<file path="src/rtl/swtx_pkg.sv">
// Shared types for the single-wire transmitter.
// Assumes nothing beyond IEEE 1800-2017 enum support.
package swtx_pkg;

    typedef enum logic [1:0] {
        ST_IDLE  = 2'd0,
        ST_ARMED = 2'd1,
        ST_SHIFT = 2'd2
    } swtx_state_e;

endpackage

</file>
<file path="src/rtl/swtx_rx_front.sv">
// Line front end: synchronises the raw read-back input, applies the polarity
// select, and flags a falling edge of the resulting line level.
// Assumes rxd is asynchronous to clk; SYNC_STAGES >= 1.
module swtx_rx_front #(
    parameter int SYNC_STAGES = 2
) (
    input  logic clk,
    input  logic rst_n,
    input  logic rxd,
    input  logic inv_pol,
    output logic rx_lvl,
    output logic rx_fall
);

    logic [SYNC_STAGES-1:0] sync_q;
    logic                   prev_q;

    // Synchroniser chain; the variant depends on its length.
    generate
        if (SYNC_STAGES > 1) begin : g_chain
            always_ff @(posedge clk) begin
                if (!rst_n) sync_q <= '1;
                else        sync_q <= {sync_q[SYNC_STAGES-2:0], rxd};
            end
        end else begin : g_single
            always_ff @(posedge clk) begin
                if (!rst_n) sync_q <= '1;
                else        sync_q <= rxd;
            end
        end
    endgenerate

    // Normalised level: line idle reads as 1 in both polarities.
    assign rx_lvl = sync_q[SYNC_STAGES-1] ^ inv_pol;

    // Previous level for edge detection.
    always_ff @(posedge clk) begin
        if (!rst_n) prev_q <= 1'b1;
        else        prev_q <= rx_lvl;
    end

    assign rx_fall = prev_q & ~rx_lvl;

endmodule

</file>
<file path="src/rtl/swtx_shifter.sv">
// Frame sequencer: waits for the transmit condition, optionally arms for a
// line edge, then shifts start, data (LSB first) and stop bits out on ticks.
// Assumes tick is a single-cycle enable and go already includes tx_en.
module swtx_shifter
    import swtx_pkg::*;
#(
    parameter int DATA_W = 9
) (
    input  logic              clk,
    input  logic              rst_n,
    input  logic              tick,
    input  logic              go,
    input  logic              edge_start,
    input  logic              rx_fall,
    input  logic              tx_en,
    input  logic [DATA_W-1:0] data,
    output logic              txd,
    output logic              busy,
    output logic              done,
    output logic              shifting,
    output logic              accept
);

    localparam int FRAME_BITS = DATA_W + 2;
    localparam int CNT_W      = $clog2(FRAME_BITS);
    localparam logic [CNT_W-1:0] LAST_IDX = CNT_W'(FRAME_BITS - 1);

    swtx_state_e             state_q, state_d;
    logic [FRAME_BITS-1:0]   sr_q, sr_d;
    logic [CNT_W-1:0]        cnt_q, cnt_d;
    logic                    done_q, done_d;

    // Next-state and datapath decision for one cycle.
    always_comb begin
        state_d = state_q;
        sr_d    = sr_q;
        cnt_d   = cnt_q;
        done_d  = 1'b0;
        accept  = 1'b0;
        unique case (state_q)
            ST_IDLE: begin
                if (go && edge_start) begin
                    state_d = ST_ARMED;
                    sr_d    = {1'b1, data, 1'b0};
                    accept  = 1'b1;
                end else if (go && tick) begin
                    state_d = ST_SHIFT;
                    sr_d    = {1'b1, data, 1'b0};
                    cnt_d   = '0;
                    accept  = 1'b1;
                end
            end
            ST_ARMED: begin
                if (tick && !tx_en) begin
                    state_d = ST_IDLE;
                end else if (rx_fall) begin
                    state_d = ST_SHIFT;
                    cnt_d   = '0;
                end
            end
            ST_SHIFT: begin
                if (tick) begin
                    if (!tx_en) begin
                        state_d = ST_IDLE;
                    end else if (cnt_q == LAST_IDX) begin
                        state_d = ST_IDLE;
                        done_d  = 1'b1;
                    end else begin
                        sr_d  = {1'b1, sr_q[FRAME_BITS-1:1]};
                        cnt_d = cnt_q + 1'b1;
                    end
                end
            end
            default: state_d = ST_IDLE;
        endcase
    end

    // State registers.
    always_ff @(posedge clk) begin
        if (!rst_n) begin
            state_q <= ST_IDLE;
            sr_q    <= '1;
            cnt_q   <= '0;
            done_q  <= 1'b0;
        end else begin
            state_q <= state_d;
            sr_q    <= sr_d;
            cnt_q   <= cnt_d;
            done_q  <= done_d;
        end
    end

    assign shifting = (state_q == ST_SHIFT);
    assign busy     = (state_q != ST_IDLE);
    assign txd      = shifting ? sr_q[0] : 1'b1;
    assign done     = done_q;

endmodule

</file>
<file path="src/rtl/swtx_guard.sv">
// Collision guard: picks the sample point, compares driven and read-back
// levels while shifting, keeps the sticky flag, and owns the enable bit.
// Assumes the line level has settled through the synchroniser by the sample.
module swtx_guard (
    input  logic clk,
    input  logic rst_n,
    input  logic tick,
    input  logic tmr_strobe,
    input  logic samp_tmr,
    input  logic auto_clr,
    input  logic shifting,
    input  logic txd,
    input  logic rx_lvl,
    input  logic te_set,
    input  logic te_clr,
    input  logic coll_clr,
    output logic coll_flag,
    output logic tx_en
);

    logic sample;
    logic hit;
    logic flag_q;
    logic en_q;

    assign sample = samp_tmr ? tmr_strobe : tick;
    assign hit    = shifting & sample & (txd ^ rx_lvl);

    // Sticky collision flag; a new hit beats the clear pulse.
    always_ff @(posedge clk) begin
        if (!rst_n)        flag_q <= 1'b0;
        else if (hit)      flag_q <= 1'b1;
        else if (coll_clr) flag_q <= 1'b0;
    end

    // Transmit-enable bit; any clear beats a set.
    always_ff @(posedge clk) begin
        if (!rst_n)                           en_q <= 1'b0;
        else if (te_clr || (hit && auto_clr)) en_q <= 1'b0;
        else if (te_set)                      en_q <= 1'b1;
    end

    assign coll_flag = flag_q;
    assign tx_en     = en_q;

endmodule

</file>
<file path="src/rtl/sw_uart_tx.sv">
// Top level of the single-wire transmitter with collision guard. Holds the
// pending-word flag and ties the line front end, sequencer and guard.
// Assumes tick and tmr_strobe are single-cycle pulses synchronous to clk.
module sw_uart_tx #(
    parameter int DATA_W      = 9,
    parameter int SYNC_STAGES = 2
) (
    input  logic              clk,
    input  logic              rst_n,
    input  logic              tick,
    input  logic              tmr_strobe,
    input  logic              rxd,
    input  logic [DATA_W-1:0] tx_data,
    input  logic              wr_data,
    input  logic              te_set,
    input  logic              te_clr,
    input  logic              coll_clr,
    input  logic              cfg_edge_start,
    input  logic              cfg_samp_tmr,
    input  logic              cfg_auto_clr,
    input  logic              cfg_inv_pol,
    output logic              txd,
    output logic              tx_en,
    output logic              coll_flag,
    output logic              busy,
    output logic              done
);

    logic [DATA_W-1:0] hold_q;
    logic              pend_q;
    logic              accept;
    logic              shifting;
    logic              rx_lvl;
    logic              rx_fall;

    // Holding register and pending flag; a new load beats consumption.
    always_ff @(posedge clk) begin
        if (!rst_n) begin
            hold_q <= '0;
            pend_q <= 1'b0;
        end else if (wr_data) begin
            hold_q <= tx_data;
            pend_q <= 1'b1;
        end else if (accept) begin
            pend_q <= 1'b0;
        end
    end

    swtx_rx_front #(.SYNC_STAGES(SYNC_STAGES)) u_front (
        .clk     (clk),
        .rst_n   (rst_n),
        .rxd     (rxd),
        .inv_pol (cfg_inv_pol),
        .rx_lvl  (rx_lvl),
        .rx_fall (rx_fall)
    );

    swtx_shifter #(.DATA_W(DATA_W)) u_shift (
        .clk        (clk),
        .rst_n      (rst_n),
        .tick       (tick),
        .go         (tx_en & pend_q),
        .edge_start (cfg_edge_start),
        .rx_fall    (rx_fall),
        .tx_en      (tx_en),
        .data       (hold_q),
        .txd        (txd),
        .busy       (busy),
        .done       (done),
        .shifting   (shifting),
        .accept     (accept)
    );

    swtx_guard u_guard (
        .clk        (clk),
        .rst_n      (rst_n),
        .tick       (tick),
        .tmr_strobe (tmr_strobe),
        .samp_tmr   (cfg_samp_tmr),
        .auto_clr   (cfg_auto_clr),
        .shifting   (shifting),
        .txd        (txd),
        .rx_lvl     (rx_lvl),
        .te_set     (te_set),
        .te_clr     (te_clr),
        .coll_clr   (coll_clr),
        .coll_flag  (coll_flag),
        .tx_en      (tx_en)
    );

endmodule

</file>
<file path="config.mk">
export PLATFORM = sky130hd
export DESIGN_NAME = sw_uart_tx
export DESIGN_NICKNAME = d
export VERILOG_FILES = /design/src/rtl/swtx_pkg.sv /design/src/rtl/swtx_rx_front.sv /design/src/rtl/swtx_shifter.sv /design/src/rtl/swtx_guard.sv /design/src/rtl/sw_uart_tx.sv
export SDC_FILE = /design/constraint.sdc
export NUM_CORES = 1
export LEC_CHECK = 0
export BUFFER_PORTS_ARGS = -buffer_cell sky130_fd_sc_hd__buf_2
export CORE_MARGIN = 1
export CORE_UTILIZATION = 47
export CTS_CLUSTER_SIZE = 25
export DETAILED_ROUTE_END_ITERATION = 6
export PLACE_DENSITY = 0.69
export SKIP_LAST_GASP = 1
export SLEW_MARGIN = 0
export SYNTH_ARGS = -nofsm -noshare
export SYNTH_HDL_FRONTEND = slang
export SYNTH_SLANG_ARGS = --single-unit
</file>
<file path="constraint.sdc">
create_clock -name clk -period 1.83 [get_ports clk]
set_clock_uncertainty 0.05 [all_clocks]
set_input_delay 0.183 -clock clk [delete_from_list [all_inputs] [get_ports clk]]
set_output_delay 0.183 -clock clk [all_outputs]
set_load 0.1 [all_outputs]
</file>
==> flow_summary.yaml, run 1 <==
synth:
  yosysMostFrequentCell: "dfxtp_1"
  synth_area_sq_mm: 0.00151
  synth_commonest_cells: "dfxtp_1, mux2i_1, nor2_1, a211oi_1, a41oi_1"
  synth_cells: 154
  synth_top_area_frac: 0.425
  synth_top_area_cell: "dfxtp_1"
  avgSynthCellArea_sq_um: 9.78
  synth_seq_area_share: 0.425
  ys.warnings.count: 0
  ys_types: 39
  synth-seq-cells: 32
  ys.flop_type: "dfxtp_1"
  synth_edf_count: 0
  ys_async_sr_fraction: 0
  syn_nets: 178
  synthTopCellsByArea: "dfxtp_1, mux2i_1, a211oi_1, a41oi_1, nor2_1"
final_layout:
  layout.nets: 211
  stdcell_count: 232
  syn_to_final_growth_pct: 16.9
  layout-drive-gt1-share: 0.255
  n_antenna_cell: 0
timing:
  hold_viol_final: 0
  setup_viol: 0
  finalCriticalPeriod_ps: 1740
  post-route-period-util: 0.949
  max_clock_freq_mhz: 576
  finalSetupTns_ps: 0
  timing.final.ws_setup_ps: 93.6
  slew_headroom: 0.668
  holdWs_ps: 29.5
  final_max_slew_viol_count: 0
  tightest_slew_ps: 497
  rsz0062_at_grt: "no"
power_and_ir_drop:
  p_leak_nw: 0.757
  p_per_area_mw_per_mm2: 738
  power_mw: 1.30
  max-vdd-ir-drop_v: 0.000551
clock_tree:
  cts_buffers: 5
  clk_pin_slew_worst_paths_ps: 100
  cts_tree: "yes"
  cts_setup_buffers: 0
  clock_latency_ps: 340
  clock-sinks: 32
  clk_path_buf_depth: 2
  clockRootBuffer: "clkbuf_4"
  htree_levels: 2
setup_path:
  ff2ff_setup_slack_ps: 140
  cp-start-kind: "flip-flop"
  crit_path_end_kind: "output pin"
  crit_type: "reg2out"
  worst-path-max-fanout: 11
  cp.required_ps: 1600
  rr_worst_depth: 6
  crit_arrival_ps: 1500
grt:
  track_usage: 0.199
  grt_start_max_net_pins: 21
  grt_pass1_wl_mm: 5.01
  antenna_found_initial: 0
  overflow: 0
  grt_pass1_vias: 1146
place:
  place_hpwl_mm: 2.15
  gp_congestion: 0.800
  io_buffers: 26
  post-place-ws_ps: 172
  dp_cells: 221
floorplan:
  die_area_sq_mm: 0.00344
  start_util: 0.493
  num_io_pins: 27
  rows: 20
  core_area_sq_mm: 0.00305
  die_w_um: 58.6
  dieHeight_um: 58.6
detailed_routing:
  ant_nets: 0
  drt_wl_total_mm: 3.06
  dr.pass1.iters: 4
  drc_errors: 0
  vias_per_cell: 5.45
  initialDrtViolationCount: 55
  vias: 1265
  avgRoutedWirePerCell_um: 13.2
job:
  maxCapViolations: 0
hold_path:
  hold_depth: 3
  hold_class: "in2reg"
outcome:
  run_status: "completed"
==> layout make-up <==
type / instances / area, sq um
Tap cell: 44 / 55.1
Fill cell: 285 / 1290
Timing Repair Buffer: 37 / 223
Clock buffer: 8 / 58.8
Sequential cell: 32 / 642
Multi-Input combinational cell: 107 / 767
Inverter: 4 / 15.0
==> routing by layer <==
layer	share of wire	vias up	GRT usage
met2	0.47	23	0.319
li1	-	641	-
met4	0.019	0	0.105
met5	0	-	0
met1	0.47	595	0.235
met3	0.037	6	0.0681
==> worst max-delay path, cell delays in order, from the launching register on <==
cell,delay [ps]
dfxtp_1,550
nor2_1,130
inv_1,60
buf_2,410
==> sequential cells by signal, summed over array words and instances (netlist names) <==
signal	count
u_shift.state_q	2
hold_q	9
u_shift.done	1
u_guard.coll_flag	1
u_shift.sr_q	10
u_guard.tx_en	1
pend_q	1
u_front.prev_q	1
u_front.sync_q	2
u_shift.cnt_q	4
==> path summary, 6_finish.rpt <==
kind | startpoint | to
setup / recovery | u_shift.state_q[1] | busy
hold / removal | tx_data[8] | hold_q[8]
setup reg to reg | u_shift.cnt_q[0] | u_shift.cnt_q[1]
hold reg to reg | u_front.sync_q[0] | u_front.sync_q[1]
==> metrics by stage <==
step                      instance area, sq um  utilization
after CTS                                 1760        0.577
after global placement                    1670        0.547
after global routing                      1760        0.577
after detailed placement                  1670        0.547
final                                     1760        0.577
after floorplan                           1510            -
==> cell families after synthesis <==
kind of cell	Yosys count	share of synthesized area
buf+inv	15	0.0656
compound gates	38	0.188
flops	32	0.425
mux	18	0.120
xor+xnor	2	0.0166
simple gates	47	0.169
fa+ha+maj	2	0.0166
==> layout by cell type, fill, tap and decap left out, drive strengths merged <==
cell type / count
xor2: 1
nand3: 3
nor4: 1
a2111oi: 1
a2bb2oi: 1
o21ai: 3
nor2b: 1
nand4b: 2
ha: 2
a221oi: 1
nor3: 3
xnor2: 1
and2b: 2
dfxtp: 32
nand2: 7
o211ai: 1
a211oi: 10
nand4: 2
nor2: 15
o22ai: 5
mux2i: 18
dlygate4sd3: 3
and3b: 1
nand3b: 2
inv: 4
o21a: 1
a41oi: 8
buf: 34
nand2b: 4
a21oi: 5
clkbuf: 8
a31oi: 1
or4: 1
a21boi: 1
and4b: 1
or3: 2
==> power breakdown <==
part	internal [mW]	total, mW	switching [mW]
logic	0.0634	0.140	0.0767
registers	0.721	0.738	0.0168
clock network	0.189	0.421	0.231
==> what timing repair did <==
item	in CTS	in global routing
endpoints found under the setup margin	1	0
hold endpoints to repair	2	0
hold buffers	3	0
resized for setup	1	0
No activity file was read; power rests on OpenSTA's default activity.
==> run 2, diff against run 1 <==
--- a/config.mk
+++ b/config.mk
@@ -6,11 +6,12 @@
 export NUM_CORES = 1
 export LEC_CHECK = 0
 export BUFFER_PORTS_ARGS = -buffer_cell sky130_fd_sc_hd__buf_2
+export CAP_MARGIN = 30
 export CORE_MARGIN = 1
-export CORE_UTILIZATION = 47
+export CORE_UTILIZATION = 50
 export CTS_CLUSTER_SIZE = 25
 export DETAILED_ROUTE_END_ITERATION = 6
-export PLACE_DENSITY = 0.69
+export PLACE_DENSITY = 0.73
 export SKIP_LAST_GASP = 1
 export SLEW_MARGIN = 0
 export SYNTH_ARGS = -nofsm -noshare
==> flow_summary.yaml, run 2 (synthesized netlist as in run 1, its figures left out) <==
detailed_routing:
  vias: 1269
  ant_nets: 0
  dr.pass1.iters: 6
  drc_errors: 2
  drt_wl_total_mm: 3.09
  vias_per_cell: 5.82
  initialDrtViolationCount: 48
  avgRoutedWirePerCell_um: 14.2
hold_path:
  hold_class: "in2reg"
timing:
  finalCriticalPeriod_ps: 1760
  tightest_slew_ps: 479
  slew_headroom: 0.680
  max_clock_freq_mhz: 569
  final_max_slew_viol_count: 0
  hold_viol_final: 0
  finalSetupTns_ps: 0
  setup_viol: 0
  rsz0062_at_grt: "no"
  post-route-period-util: 0.961
setup_path:
  cp.required_ps: 1600
  cp-start-kind: "flip-flop"
  cp_num_buf_inv: 1
  crit_arrival_ps: 1530
  crit_type: "reg2out"
  crit_path_end_kind: "output pin"
  crit_path_cell_trace: "and2b_2 > nand2b_1 > buf_4"
  worst-path-max-fanout: 10
  slowest_stage: "dfxtp_1"
  critPathMaxStageDelay_ps: 520
  crit_family: "flip-flops"
floorplan:
  num_io_pins: 27
  dieHeight_um: 56.9
  core_area_sq_mm: 0.00281
  die_w_um: 56.9
  rows: 19
  die_area_sq_mm: 0.00324
  start_util: 0.537
final_layout:
  mostFrequentLayoutCells: "dfxtp_1, buf_2, mux2i_1"
  design_area_sq_mm: 0.00174
  top_register: "u_shift.sr_q"
  largest_registers: "u_shift.sr_q: 10 flops, hold_q: 9 flops, u_shift.cnt_q: 4 flops"
  syn_to_final_growth_pct: 15.4
  final_common_cell: "dfxtp_1"
  largest_reg_flops: 10
  layout-drive-gt1-share: 0.257
  layout.nets: 210
  n_antenna_cell: 0
clock_tree:
  cts_setup_buffers: 0
  clk_pin_slew_worst_paths_ps: 100
  cts_buffers: 5
  clock_latency_ps: 340
  htree_levels: 2
  cts_tree: "yes"
  clk_path_buf_depth: 2
  clock-sinks: 32
  clockRootBuffer: "clkbuf_4"
grt:
  track_usage: 0.221
  overflow: 0
  grt_pass1_wl_mm: 5.41
  grt_start_max_net_pins: 21
  antenna_found_initial: 0
  grt_pass1_vias: 1275
place:
  gp_congestion: 0.820
  io_buffers: 26
  place_hpwl_mm: 2.16
  postPlaceCellArea_sq_mm: 0.00165
power_and_ir_drop:
  p_per_area_mw_per_mm2: 749
  max-vdd-ir-drop_v: 0.000402
  p_leak_nw: 0.752
outcome:
  violations: "DRC"
  run_status: "finished with violations"
job:
  maxCapViolations: 0
[run 2: cell count changes in the layout (fill, tap and decap cells not counted)]
cell,delta
dfxtp_2,+1
buf_4,-1
dfxtp_1,-1
[run 2: worst register-to-register path, delay by kind of cell (launching register included)]
| kind | cells | cell delay, ps |
|---|---|---|
| simple gates | 2 | 640 |
| flops | 1 | 370 |
| compound gates | 2 | 340 |
| fa+ha+maj | 1 | 220 |
[run 2: area by class of cell]
type | instances | area [sq um]
Clock buffer | 8 | 58.8
Fill cell | 258 | 1070
Inverter | 4 | 15.0
Multi-Input combinational cell | 107 | 767
Sequential cell | 32 | 643
Tap cell | 31 | 38.8
Timing Repair Buffer | 36 | 215
[run 2: path summary, 6_finish.rpt]
check | slack, ps | cells past startpoint | endpoint | from
setup / recovery | 70 | 3 | txd | u_shift.state_q[0]
hold / removal | 30 | 3 | hold_q[6] | tx_data[6]
setup reg to reg | 150 | 5 | u_shift.cnt_q[1] | u_shift.cnt_q[1]
hold reg to reg | 370 | 1 | u_front.sync_q[1] | u_front.sync_q[0]
[run 2: power breakdown]
group          leakage [nW]  switching, mW  internal (mW)
clock                0.0326          0.233          0.189
combinational         0.457         0.0765         0.0629
sequential            0.263         0.0180          0.722
total                 0.752          0.328          0.974
[run 2: layer usage]
metal  track usage  part of all wire  wire [um]  up-vias
li1              -                 -          -      637
met1         0.260              0.46       1420      588
met2         0.343              0.47       1440       30
met3        0.0783             0.037        114       14
met4         0.132             0.038        116        0
met5             0                 0          0        -
[run 2: per-stage QoR]
stage               setup slack, ps  hold WS (ps)  total power, mW  utilization  cells
detailed placement              165           310            0.890        0.587    207
finish                         71.3          33.1             1.30        0.620    218
global placement                249           298            0.885        0.587    207
floorplan                      31.3           215            0.846            -    154
global route                   1.52          19.2             1.36        0.620    218
CTS                            14.4          31.0             1.31        0.619    218
[run 2: what timing repair did]
| action | in CTS | in global routing |
|---|---|---|
| resized for setup | 1 | 1 |
| pin swaps | 0 | 0 |
| endpoints found under the hold margin | 2 | 0 |
| endpoints found under the setup margin | 1 | 2 |
| hold buffers | 3 | 0 |
